File: src/rtl/io_dec_pkg.sv
package io_dec_pkg;
    typedef enum logic {
        BANK_NORMAL  = 1'b0,
        BANK_DIVISOR = 1'b1
    } bank_e;

    localparam int OFS_W = 3;
    localparam logic [OFS_W-1:0] OFS_BUF   = 3'd0;
    localparam logic [OFS_W-1:0] OFS_IEN   = 3'd1;
    localparam logic [OFS_W-1:0] OFS_IDENT = 3'd2;
    localparam logic [OFS_W-1:0] OFS_LINE  = 3'd3;
    localparam logic [OFS_W-1:0] OFS_MODEM = 3'd4;
    localparam logic [OFS_W-1:0] OFS_LSTAT = 3'd5;
    localparam logic [OFS_W-1:0] OFS_MSTAT = 3'd6;
    localparam logic [OFS_W-1:0] OFS_SCR   = 3'd7;
endpackage

File: src/rtl/win_decode.sv
module win_decode
    import io_dec_pkg::*;
#(
    parameter int          AW        = 16,
    parameter logic [AW-1:0] EXT_BASE  = 16'hFE80,
    parameter logic [AW-1:0] BANK_BASE = 16'hFEB0
) (
    input  logic [AW-1:0]    addr,
    output logic             ext_hit,
    output logic             ext_port,
    output logic             bank_hit,
    output logic [OFS_W-1:0] bank_ofs
);
    localparam int EXT_SPAN_W = 1;

    always_comb begin
        ext_hit  = (addr[AW-1:EXT_SPAN_W] == EXT_BASE[AW-1:EXT_SPAN_W]);
        ext_port = addr[0];
        bank_hit = (addr[AW-1:OFS_W] == BANK_BASE[AW-1:OFS_W]);
        bank_ofs = addr[OFS_W-1:0];
    end
endmodule

File: src/rtl/reg_bank.sv
module reg_bank
    import io_dec_pkg::*;
#(
    parameter int DW = 8
) (
    input  logic             clk,
    input  logic             rst,
    input  logic             wr,
    input  logic [OFS_W-1:0] ofs,
    input  logic [DW-1:0]    wdata,
    output bank_e            bank,
    output logic [DW-1:0]    dll,
    output logic [DW-1:0]    dlm,
    output logic [DW-1:0]    ier,
    output logic [DW-1:0]    lcr,
    output logic [DW-1:0]    mcr,
    output logic [DW-1:0]    scr
);
    bank_e           bank_q, bank_d;
    logic [DW-2:0]   lcr_low;

    // state register
    always_ff @(posedge clk) begin
        if (rst) bank_q <= BANK_NORMAL;
        else     bank_q <= bank_d;
    end

    // next state: open/close divisor on line-control writes
    always_comb begin
        bank_d = bank_q;
        if (wr && ofs == OFS_LINE) begin
            unique case (wdata[DW-1])
                1'b1: bank_d = BANK_DIVISOR;
                1'b0: bank_d = BANK_NORMAL;
            endcase
        end
    end

    always_ff @(posedge clk) begin
        if (rst) begin
            dll <= '0; dlm <= '0; ier <= '0;
            lcr_low <= '0; mcr <= '0; scr <= '0;
        end else if (wr) begin
            case (ofs)
                OFS_BUF:   if (bank_q == BANK_DIVISOR) dll <= wdata;
                OFS_IEN:   if (bank_q == BANK_DIVISOR) dlm <= wdata;
                           else ier <= wdata;
                OFS_LINE:  lcr_low <= wdata[DW-2:0];
                OFS_MODEM: mcr <= wdata;
                OFS_SCR:   scr <= wdata;
                default: ;
            endcase
        end
    end

    assign bank = bank_q;
    assign lcr  = {bank_q == BANK_DIVISOR, lcr_low};

    assert_scr_quiet_R9: assert property (@(posedge clk) disable iff (rst)
        !(wr && ofs == OFS_SCR) |=> $stable(scr));
    assert_div_hold_R7: assert property (@(posedge clk) disable iff (rst)
        (bank_q == BANK_NORMAL) |=> ($stable(dll) && $stable(dlm)));
    assert_ier_hold_R7: assert property (@(posedge clk) disable iff (rst)
        (bank_q == BANK_DIVISOR) |=> $stable(ier));
endmodule

File: src/rtl/read_mux.sv
module read_mux
    import io_dec_pkg::*;
#(
    parameter int DW = 8
) (
    input  logic             rd,
    input  logic             wr,
    input  logic             ext_hit,
    input  logic             bank_hit,
    input  logic [OFS_W-1:0] ofs,
    input  bank_e            bank,
    input  logic [DW-1:0]    ext_rdata,
    input  logic [DW-1:0]    rx_data,
    input  logic [DW-1:0]    iir,
    input  logic [DW-1:0]    lsr,
    input  logic [DW-1:0]    msr,
    input  logic [DW-1:0]    dll,
    input  logic [DW-1:0]    dlm,
    input  logic [DW-1:0]    ier,
    input  logic [DW-1:0]    lcr,
    input  logic [DW-1:0]    mcr,
    input  logic [DW-1:0]    scr,
    output logic [DW-1:0]    rdata,
    output logic             rdata_en,
    output logic             tx_push,
    output logic             rx_pop,
    output logic             fcr_write
);
    logic [DW-1:0] bank_val;

    always_comb begin
        bank_val = '0;
        unique case (ofs)
            OFS_BUF:   bank_val = (bank == BANK_DIVISOR) ? dll : rx_data;
            OFS_IEN:   bank_val = (bank == BANK_DIVISOR) ? dlm : ier;
            OFS_IDENT: bank_val = iir;
            OFS_LINE:  bank_val = lcr;
            OFS_MODEM: bank_val = mcr;
            OFS_LSTAT: bank_val = lsr;
            OFS_MSTAT: bank_val = msr;
            OFS_SCR:   bank_val = scr;
        endcase
    end

    always_comb begin
        rdata_en  = rd && (ext_hit || bank_hit);
        rdata     = '0;
        if (rd && ext_hit)       rdata = ext_rdata;
        else if (rd && bank_hit) rdata = bank_val;
        tx_push   = wr && bank_hit && ofs == OFS_BUF && bank == BANK_NORMAL;
        rx_pop    = rd && bank_hit && ofs == OFS_BUF && bank == BANK_NORMAL;
        fcr_write = wr && bank_hit && ofs == OFS_IDENT;
    end
endmodule

File: src/rtl/io_window_decoder.sv
module io_window_decoder
    import io_dec_pkg::*;
#(
    parameter int            AW        = 16,
    parameter int            DW        = 8,
    parameter logic [AW-1:0] EXT_BASE  = 16'hFE80,
    parameter logic [AW-1:0] BANK_BASE = 16'hFEB0
) (
    input  logic            clk,
    input  logic            rst,
    input  logic [AW-1:0]   bus_addr,
    input  logic            bus_wr,
    input  logic            bus_rd,
    input  logic [DW-1:0]   bus_wdata,
    output logic [DW-1:0]   bus_rdata,
    output logic            bus_rdata_en,
    output logic            ext_cs,
    output logic            ext_cmd,
    output logic            ext_wr,
    output logic            ext_rd,
    input  logic [DW-1:0]   ext_rdata,
    input  logic [DW-1:0]   core_rx_data,
    input  logic [DW-1:0]   core_iir,
    input  logic [DW-1:0]   core_lsr,
    input  logic [DW-1:0]   core_msr,
    output logic            tx_push,
    output logic            rx_pop,
    output logic            fcr_write,
    output logic [2*DW-1:0] divisor,
    output logic [DW-1:0]   line_ctrl,
    output logic [DW-1:0]   modem_ctrl,
    output logic [DW-1:0]   int_enable
);
    logic             ext_hit, ext_port, bank_hit;
    logic [OFS_W-1:0] ofs;
    bank_e            bank;
    logic [DW-1:0]    dll, dlm, ier, lcr, mcr, scr;

    win_decode #(.AW(AW), .EXT_BASE(EXT_BASE), .BANK_BASE(BANK_BASE)) u_dec (
        .addr(bus_addr), .ext_hit(ext_hit), .ext_port(ext_port),
        .bank_hit(bank_hit), .bank_ofs(ofs)
    );

    reg_bank #(.DW(DW)) u_regs (
        .clk(clk), .rst(rst), .wr(bus_wr && bank_hit), .ofs(ofs),
        .wdata(bus_wdata), .bank(bank), .dll(dll), .dlm(dlm), .ier(ier),
        .lcr(lcr), .mcr(mcr), .scr(scr)
    );

    read_mux #(.DW(DW)) u_mux (
        .rd(bus_rd), .wr(bus_wr), .ext_hit(ext_hit), .bank_hit(bank_hit),
        .ofs(ofs), .bank(bank), .ext_rdata(ext_rdata), .rx_data(core_rx_data),
        .iir(core_iir), .lsr(core_lsr), .msr(core_msr), .dll(dll), .dlm(dlm),
        .ier(ier), .lcr(lcr), .mcr(mcr), .scr(scr), .rdata(bus_rdata),
        .rdata_en(bus_rdata_en), .tx_push(tx_push), .rx_pop(rx_pop),
        .fcr_write(fcr_write)
    );

    always_comb begin
        ext_cs  = ext_hit && (bus_wr || bus_rd);
        ext_cmd = ext_cs && ext_port;
        ext_wr  = ext_hit && bus_wr;
        ext_rd  = ext_hit && bus_rd;
    end

    assign divisor    = {dlm, dll};
    assign line_ctrl  = lcr;
    assign modem_ctrl = mcr;
    assign int_enable = ier;

    assert_cs_window_R3: assert property (@(posedge clk) disable iff (rst)
        ext_cs |-> (bus_addr[AW-1:1] == EXT_BASE[AW-1:1]));
    assert_bank_follows_lcr_R4: assert property (@(posedge clk) disable iff (rst)
        (bus_wr && bank_hit && ofs == OFS_LINE) |=> (line_ctrl[DW-1] == $past(bus_wdata[DW-1])));
    assert_no_strobe_divisor_R7: assert property (@(posedge clk) disable iff (rst)
        line_ctrl[DW-1] |-> (!tx_push && !rx_pop));
    assert_idle_bus_R11: assert property (@(posedge clk) disable iff (rst)
        !bus_rd |-> (!bus_rdata_en && bus_rdata == '0));
    assert_one_window_R3: assert property (@(posedge clk) disable iff (rst)
        $onehot0({ext_cs, tx_push || rx_pop || fcr_write}));
endmodule

File: config.mk
export PLATFORM = sky130hd
export DESIGN_NAME = io_window_decoder
export DESIGN_NICKNAME = d
export VERILOG_FILES = /design/src/rtl/io_dec_pkg.sv /design/src/rtl/win_decode.sv /design/src/rtl/reg_bank.sv /design/src/rtl/read_mux.sv /design/src/rtl/io_window_decoder.sv
export SDC_FILE = /design/constraint.sdc
export NUM_CORES = 1
export LEC_CHECK = 0
export CORE_UTILIZATION = 45
export CTS_BUF_LIST = sky130_fd_sc_hd__clkbuf_8
export CTS_CLUSTER_DIAMETER = 30
export DETAILED_ROUTE_END_ITERATION = 16
export PLACE_DENSITY = 0.87
export SKIP_CTS_REPAIR_TIMING = 1
export SLEW_MARGIN = 20
export SYNTH_ARGS = -nofsm -noshare
export SYNTH_HDL_FRONTEND = slang
export SYNTH_SLANG_ARGS = --single-unit
File: constraint.sdc
create_clock -name clk -period 5.14 [get_ports clk]
set_input_delay 1.028 -clock clk [delete_from_list [all_inputs] [get_ports clk]]
set_output_delay 1.028 -clock clk [all_outputs]
set_load 0.005 [all_outputs]
==> results of run 1 <==
[layout by cell type (no fill, tap or decap), drive strengths merged, types with 3 or more instances in the layout]
master and count:
clkbuf 5, o211ai 5, clkdlybuf4s50 123, o22ai 4, o21ai 8, dfxtp 48, a21oi 8, a22o 9
nor4 3, inv 4, nor2b 6, buf 8, nand3 15, mux2i 58, nand2 11, o2111ai 4
a211o 3, or2b 16, nand2b 35, nor3 4, nor2 7, nand3b 13, a32o 8
[path summary, 6_finish.rpt]
| path | slack, ns | cells past startpoint | end |
|---|---|---|---|
| worst max register to register | 2.69 | 5 | u_regs.dll[5] |
| worst max-delay path | 0.45 | 6 | bus_rdata[6] |
| worst min-delay path | 0.49 | 2 | u_regs.scr[5] |
| worst min register to register | 0.49 | 2 | u_regs.scr[5] |
[metrics by stage]
| stage | setup WS [ns] | cell area, um^2 | instances |
|---|---|---|---|
| floorplan | 1.76 | 3010 | 322 |
| global placement | 0.638 | 4250 | 504 |
| detailed placement | 0.487 | 4250 | 504 |
| CTS | 0.474 | 4360 | 512 |
| global route | 0.329 | 4360 | 512 |
| finish | 0.455 | 4360 | 512 |
[logic make-up after synthesis]
family | Yosys count | share of synthesized area [%]
AO/OA/AOI/OAI | 57 | 14.4
buffers and inverters | 30 | 5.41
flip-flops | 48 | 32.0
multiplexers | 58 | 19.3
AND/OR/NAND/NOR | 129 | 28.9
[worst max-delay path: cells and delay by family]
kind | cells | cell delay (ns)
simple gates | 3 | 1.31
buf+inv | 2 | 1.13
compound gates | 1 | 0.19
[routing by layer]
layer | track usage, % | part of all wire [%]
met5 | 0 | 0
met4 | 10.8 | 3.9
met3 | 4.25 | 6.2
met2 | 42.4 | 48
met1 | 32.7 | 42
[final cells by class]
class                      count  area (um^2)  share of cell area [%]
timing repair buffer         131         1290                    29.6
clock inverter                 3         46.3                    1.06
tap                           77         96.3                    2.21
sequential                    48          961                    22.0
multi-input combinational    244         1880                    43.2
inverter                       4         15.0                   0.344
clock buffer                   5         68.8                    1.58
[registers in the layout (all words and copies together) (netlist names)]
register,count
u_regs.bank,1
u_regs.dll,8
u_regs.dlm,8
u_regs.ier,8
u_regs.lcr_low,7
u_regs.mcr,8
u_regs.scr,8
[power by group through the flow]
stage / combinational [mW] / clock [mW] / sequential [mW]
2_1_floorplan: 0.0536 / 0 / 0.380
3_3_place_gp: 0.121 / 0 / 0.380
3_5_place_dp: 0.123 / 0 / 0.380
4_1_cts: 0.124 / 0.285 / 0.372
5_1_grt: 0.133 / 0.305 / 0.372
6_report: 0.125 / 0.284 / 0.372
==> flow_metrics.py, run 1 <==
metrics = {
    "run_status": {
        "status": "complete, no violations",
    },
    "cts": {
        "cts_buffer_depth": 2,
        "clk_pin_slew_ns": 0.09,
        "clkLatencyLatePin_ns": 0.30,
        "cts-root-buf": "clkbuf_8",
        "htreeDepth": 2,
        "numClockSinks": 48,
        "cts_buffers": 5,
        "cts_tree": "built",
    },
    "synthesis": {
        "yosys_warnings": 0,
        "syn_inst": 322,
        "synth-seq-cells": 48,
        "synth_most_common_cell": "mux2i_1",
        "yosys.area.top_type": "dfxtp_1",
        "ys_seq_area_share_pct": 32.0,
        "synth_edf_count": 0,
        "synth_common_cells": "58 x mux2i_1, 48 x dfxtp_1, 35 x nand2b_1",
        "synth_area_leaders": "dfxtp_1 32%, mux2i_1 19%, nand2b_1 7.3%",
        "synth.distinct_cells": 51,
        "synth_top_area_share_pct": 32.0,
        "synth.net_count": 390,
        "async_reset_ff_share_pct": 0,
        "synth_ff_type": "dfxtp_1",
        "syn_area_per_cell_um2": 9.33,
        "synth_area_um2": 3010,
    },
    "pwr": {
        "p_sw_share_pct": 24.3,
        "leakagePower_nw": 1.67,
        "p_sw_uw": 189,
        "power_density_nw_per_um2": 179,
        "intPower_uw": 591,
        "peakVddDrop_mv": 0.153,
        "finalPower_uw": 780,
        "pwr-share-comb_pct": 16.0,
        "seqPwrFrac_pct": 47.6,
        "clockPowerShare_pct": 36.4,
    },
    "critical_path": {
        "worst_setup_path_start_kind": "input port",
        "cp.arrival_ns": 3.66,
        "cp_slowest_cell": "clkdlybuf4s50_1",
        "crit_fanout": 11,
        "end_kind": "output port",
        "crit_required_ns": 4.11,
        "r2r_start": "u_regs.bank",
        "crit_start": "bus_addr[1]",
        "crit_top_cell": "clkdlybuf4s50_1",
        "max_stage_delay_ns": 0.63,
        "path_cells": "clkdlybuf4s50_1 -> or2_2 -> nor4_1 -> and3_1 -> a32o_1 -> clkdlybuf4s50_1",
        "critPathKind": "input port to output port",
    },
    "run": {
        "max-cap-violations": 0,
    },
    "route": {
        "wl_per_cell_um": 17.8,
        "ant_nets": 0,
        "drtIter0Drc": 236,
        "drt_pass1_iterations": 4,
        "viasPerCell": 5.81,
        "totalWireLength_mm": 9.13,
        "drc_errors": 0,
        "vias": 2974,
    },
    "sta": {
        "relSlewSlack_pct": 51.5,
        "maxSlewViolCount": 0,
        "max_freq_mhz": 213,
        "holdWs_ns": 0.488,
        "finalSetupTns_ns": 0,
        "finalHoldViolCount": 0,
        "fin_crit_sh_pct": 91.1,
        "fin_crit_ns": 4.69,
        "worst_pin_slew_ns": 0.726,
        "rsz0062_at_grt": "no",
        "clock-skew-final_ns": 0.00739,
        "setup_violations": 0,
    },
    "grt": {
        "grt_overflow_total": 0,
        "grt_first_pass_wirelength_mm": 14.4,
        "grt_pass1_vias": 2890,
        "track_usage_pct": 25.6,
        "antenna_found_initial": 0,
        "grt_max_degree": 57,
    },
    "die": {
        "die_w_um": 83.7,
        "io_pins": 124,
        "die-area_um2": 7010,
        "die_h_um": 83.7,
        "core-area_um2": 6390,
        "row_count": 29,
        "start_util_pct": 47.1,
    },
    "cells_and_area": {
        "num-fill-cells": 500,
        "n_antenna_cell": 0,
        "drive_above_1_share_pct": 9.66,
        "nets": 502,
        "area_growth_syn_to_layout_pct": 45.1,
        "post-route-util_pct": 68.3,
    },
    "placed_design": {
        "gp_congestion": 0.887,
        "dp_hpwl_mm": 6.86,
        "portBuffers": 123,
    },
    "hold_path": {
        "hold_class": "flop to flop",
        "holdCritStartpoint": "u_regs.scr[5]",
    },
}
(Power assumes the default switching activity.)
==> inputs of run 2 (changes only) <==
Settings changed: SLEW_MARGIN 20 to 30.
Clock period 5.14 ns to 5.7 ns, I/O delays scaled along.
==> run 2 against run 1 <==
Against the previous run:
- critical path depth unchanged
- via count decreased by 0.91%
- final cell count decreased by 0.39%
- die area unchanged
- first-iteration DRC count decreased by 13%
- largest power group unchanged
- setup slack improved by 0.41 ns
- total power decreased by 10%
- critical endpoint is now bus_rdata[7]
- wire length about the same
- clock power decreased by 11%
- cell area decreased by 0.32%
- combinational power decreased by 11%
==> flow_metrics.py, run 2 (synthesized netlist as in run 1, its figures left out) <==
metrics = {
    "cells_and_area": {
        "post-route-util_pct": 68.1,
        "drive_above_1_share_pct": 9.24,
        "n_antenna_cell": 0,
        "layoutNonFillerInstCount": 510,
        "nets": 500,
        "area_growth_syn_to_layout_pct": 44.6,
        "num-fill-cells": 545,
        "final_area_um2": 4350,
        "layout_commonest_cell": "clkdlybuf4s50_1",
        "final_cell_mix": "123 x clkdlybuf4s50_1, 58 x mux2i_1, 48 x dfxtp_1",
    },
    "hold_path": {
        "hold_path_end": "u_regs.scr[3]",
        "hold_depth": 2,
        "hold_class": "flop to flop",
        "holdCritStartpoint": "u_regs.scr[3]",
    },
    "cts": {
        "cts_buffers": 5,
        "cts-root-buf": "clkbuf_8",
        "clk_pin_slew_ns": 0.09,
        "numClockSinks": 48,
        "clkLatencyLatePin_ns": 0.31,
        "htreeDepth": 2,
        "cts_tree": "built",
        "cts_buffer_depth": 2,
    },
    "route": {
        "drtIter0Drc": 205,
        "viasPerCell": 5.78,
        "vias": 2947,
        "drc_errors": 0,
        "wl_per_cell_um": 17.9,
        "totalWireLength_mm": 9.12,
        "ant_nets": 0,
        "drt_pass1_iterations": 4,
    },
    "critical_path": {
        "r2r_start": "u_regs.bank",
        "worst_setup_path_start_kind": "input port",
        "crit_required_ns": 4.56,
        "end_kind": "output port",
        "critPathKind": "input port to output port",
        "cp.arrival_ns": 3.70,
        "reg2reg_to": "u_regs.dll[2]",
        "crit_fanout": 26,
        "rr_worst_depth": 5,
        "r2r_slack_ns": 2.97,
    },
    "pwr": {
        "p_sw_share_pct": 23.8,
        "leakagePower_nw": 1.66,
        "finalPower_uw": 699,
        "p_sw_uw": 167,
        "pwr-share-comb_pct": 15.9,
        "seqPwrFrac_pct": 47.9,
        "peakVddDrop_mv": 0.116,
        "power_density_nw_per_um2": 161,
        "intPower_uw": 532,
        "clockPowerShare_pct": 36.2,
    },
    "grt": {
        "grt_first_pass_wirelength_mm": 14.2,
        "grt_pass1_vias": 2846,
        "antenna_found_initial": 0,
        "grt_overflow_total": 0,
        "track_usage_pct": 25.5,
        "grt_max_degree": 57,
    },
    "sta": {
        "maxSlewViolCount": 0,
        "finalHoldViolCount": 0,
        "fin_crit_sh_pct": 84.9,
        "clock-skew-final_ns": 0.00724,
        "fin_crit_ns": 4.84,
        "relSlewSlack_pct": 37.4,
        "worst_pin_slew_ns": 0.931,
        "max_freq_mhz": 207,
        "setup_ws_ns": 0.862,
        "finalSetupTns_ns": 0,
        "rsz0062_at_grt": "no",
        "holdWs_ns": 0.485,
        "setup_violations": 0,
    },
    "die": {
        "die-area_um2": 7010,
        "row_count": 29,
        "core-area_um2": 6390,
        "io_pins": 124,
        "start_util_pct": 47.1,
        "die_w_um": 83.7,
        "die_h_um": 83.7,
    },
    "run": {
        "max-cap-violations": 0,
    },
    "placed_design": {
        "dp_slack_ns": 0.878,
        "portBuffers": 123,
        "gp_congestion": 0.825,
        "dp_hpwl_mm": 6.89,
        "place_area_um2": 4230,
        "dp_cells": 502,
    },
    "run_status": {
        "status": "complete, no violations",
    },
}
[run 2: changes by cell type in the layout (fill, tap and decap cells not counted), sizes merged]
cell / previous run / this run
clkinv: 1 / 3
clkinvlp: 1 / 0
buf: 8 / 6
inv: 4 / 3
[run 2: worst max-delay path by stage]
stage / from / to / slack, ns / cells past startpoint
2_1_floorplan: bus_addr[2] / bus_rdata[0] / 2.09 / 6
3_3_place_gp: bus_addr[0] / bus_rdata[7] / 0.95 / 6
5_1_grt: bus_addr[0] / bus_rdata[7] / 0.76 / 6
4_1_cts: bus_addr[0] / bus_rdata[7] / 0.89 / 6
6_report: bus_addr[0] / bus_rdata[7] / 0.86 / 6
3_5_place_dp: bus_addr[0] / bus_rdata[7] / 0.88 / 6
[run 2: per-layer routing]
metal / routed length [um] / GRT usage (%) / vias up
met5: 0 / 0 / -
met4: 179 / 7.24 / 0
met3: 529 / 4.25 / 17
met2: 4660 / 45.7 / 119
met1: 3750 / 31.2 / 1415
li1: - / - / 1396
[run 2: critical path: stages]
cell and delay [ns]:
clkdlybuf4s50_1 0.85, and2_1 0.44, a22o_1 0.25, a221o_1 0.30
a32o_1 0.25, clkdlybuf4s50_1 0.46
[run 2: final cells by class]
cell class              instances  area, um^2  area share, %
flip-flops and latches         48         961           22.1
clock buffers                   5        68.8           1.58
clock inverters                 3        47.5           1.09
multi-input cells             244        1880           43.3
well taps                      77        96.3           2.22
repair buffers                129        1280           29.4
inverters                       4        15.0          0.345
[run 2: power by group through the flow]
stage | combinational [mW] | sequential (mW) | clock [mW]
6_report | 0.111 | 0.335 | 0.253
5_1_grt | 0.118 | 0.335 | 0.273
4_1_cts | 0.111 | 0.335 | 0.257
3_5_place_dp | 0.110 | 0.343 | 0
3_3_place_gp | 0.108 | 0.343 | 0
2_1_floorplan | 0.0483 | 0.343 | 0
==> inputs of run 3 (changes only) <==
Settings changed: CORE_UTILIZATION 45 to 40, PLACE_DENSITY 0.87 to 0.82.
Clock period 5.7 ns to 3.9 ns, I/O delays scaled along.
==> run 3 against run 2 <==
Against the previous run:
- register-to-register slack got worse by 1.8 ns
- sequential share of layout area shrank 0.57 points
- wire length up 2.7%
- clock power is 47% higher
- via count is essentially flat
- setup slack lost 0.74 ns
- total power grew 48%
- count of clock-buffer cells in the layout unchanged
- critical endpoint unchanged
- largest cell class unchanged
- highest routed layer unchanged
==> flow_metrics.py, run 3 (synthesized netlist as in run 1, its figures left out) <==
metrics = {
    "critical_path": {
        "max_stage_delay_ns": 0.50,
        "crit_fanout": 14,
        "cp_slowest_cell": "clkdlybuf4s50_1",
        "path_cells": "clkdlybuf4s50_1 -> buf_4 -> and2_1 -> a22o_1 -> a221o_1 -> a32o_1 -> clkdlybuf4s50_1",
        "crit_top_cell": "clkdlybuf4s50_1",
        "critPathKind": "input port to output port",
        "end_kind": "output port",
        "worst_setup_path_start_kind": "input port",
        "cp.arrival_ns": 3.00,
        "crit_required_ns": 3.12,
    },
    "sta": {
        "clock-skew-final_ns": 0.0106,
        "rsz0062_at_grt": "no",
        "max_freq_mhz": 265,
        "maxSlewViolCount": 0,
        "finalHoldViolCount": 0,
        "relSlewSlack_pct": 48.5,
        "worst_pin_slew_ns": 0.770,
        "finalSetupTns_ns": 0,
        "holdWs_ns": 0.491,
        "setup_violations": 0,
        "setup_ws_ns": 0.123,
        "fin_crit_sh_pct": 96.8,
        "fin_crit_ns": 3.78,
    },
    "route": {
        "drtIter0Drc": 158,
        "drt_pass1_iterations": 4,
        "wl_per_cell_um": 17.3,
        "totalWireLength_mm": 9.37,
        "vias": 2949,
        "ant_nets": 0,
        "viasPerCell": 5.44,
        "drc_errors": 0,
    },
    "cells_and_area": {
        "final_cell_mix": "123 x clkdlybuf4s50_1, 58 x mux2i_1, 48 x dfxtp_1",
        "layoutNonFillerInstCount": 542,
        "area_growth_syn_to_layout_pct": 48.5,
        "layout_commonest_cell": "clkdlybuf4s50_1",
        "final_area_um2": 4460,
        "nets": 510,
        "n_antenna_cell": 0,
        "post-route-util_pct": 61.5,
        "num-fill-cells": 642,
        "drive_above_1_share_pct": 11.5,
    },
    "pwr": {
        "peakVddDrop_mv": 0.167,
        "power_density_nw_per_um2": 231,
        "leakagePower_nw": 1.71,
        "finalPower_mw": 1.03,
    },
    "cts": {
        "cts_tree": "built",
        "cts_buffers": 5,
        "cts_buffer_depth": 2,
        "numClockSinks": 48,
        "clk_pin_slew_ns": 0.10,
        "cts-root-buf": "clkbuf_8",
        "clkLatencyLatePin_ns": 0.31,
        "htreeDepth": 2,
    },
    "die": {
        "die_h_um": 88.7,
        "die-area_um2": 7860,
        "io_pins": 124,
        "start_util_pct": 41.4,
        "die_w_um": 88.7,
        "core-area_um2": 7250,
        "row_count": 31,
    },
    "grt": {
        "grt_pass1_vias": 2793,
        "grtUsageMet2_pct": 42.4,
        "grt_first_pass_wirelength_mm": 14.4,
        "top_usage_layer": "met2",
        "grt_max_degree": 43,
        "antenna_found_initial": 0,
        "grt.met1_usage_pct": 31.0,
        "track_usage_pct": 24.3,
        "grt_overflow_total": 0,
        "use_met3_pct": 4.01,
    },
    "run_status": {
        "status": "complete, no violations",
    },
    "placed_design": {
        "dp_cells": 534,
        "place_area_um2": 4350,
        "gp_congestion": 0.884,
        "dp_hpwl_mm": 7.24,
        "dp_slack_ns": 0.126,
        "portBuffers": 123,
    },
    "hold_path": {
        "hold_class": "flop to flop",
    },
    "run": {
        "max-cap-violations": 0,
    },
}
## run 3: cell types whose count changed in the layout (fill, tap and decap cells not counted)
cell / before / now
buf_12: 0 / 1
clkinvlp_4: 0 / 1
and3_2: 0 / 1
inv_6: 0 / 1
clkinv_4: 2 / 0
buf_4: 6 / 15
and3_1: 2 / 1
## run 3: cell type report
| cell class | instances | area [um^2] | area share [%] |
|---|---|---|---|
| clock buffers | 5 | 68.8 | 1.54 |
| clock inverters | 3 | 46.3 | 1.04 |
| inverters | 4 | 15.0 | 0.337 |
| multi-input cells | 244 | 1880 | 42.2 |
| flip-flops and latches | 48 | 961 | 21.5 |
| well taps | 99 | 124 | 2.78 |
| repair buffers | 139 | 1360 | 30.6 |
## run 3: report_power, final
group | switching, mW | internal [mW] | leakage (nW) | total (mW)
registers | 0.00000252 | 0.490 | 0.386 | 0.490
clock network | 0.179 | 0.193 | 0.0548 | 0.372
logic | 0.0691 | 0.101 | 1.27 | 0.170
## run 3: final timing paths
path	slack [ns]	depth (start not counted)	from	to
hold / removal	0.49	2	u_regs.scr[7]	u_regs.scr[7]
setup / recovery	0.12	7	bus_addr[2]	bus_rdata[7]
hold reg to reg	0.49	2	u_regs.scr[7]	u_regs.scr[7]
setup reg to reg	1.13	5	u_regs.bank	u_regs.dll[7]
## run 3: layer usage
layer,vias up,part of all wire (%)
li1,1425,-
met1,1428,44
met2,82,50
met3,14,4.3
met4,0,1.7
met5,-,0
## run 3: critical path: cells and delay by family
kind            cells  cell delay, ns
simple gates        1            0.21
buf+inv             3            1.16
compound gates      3            0.85
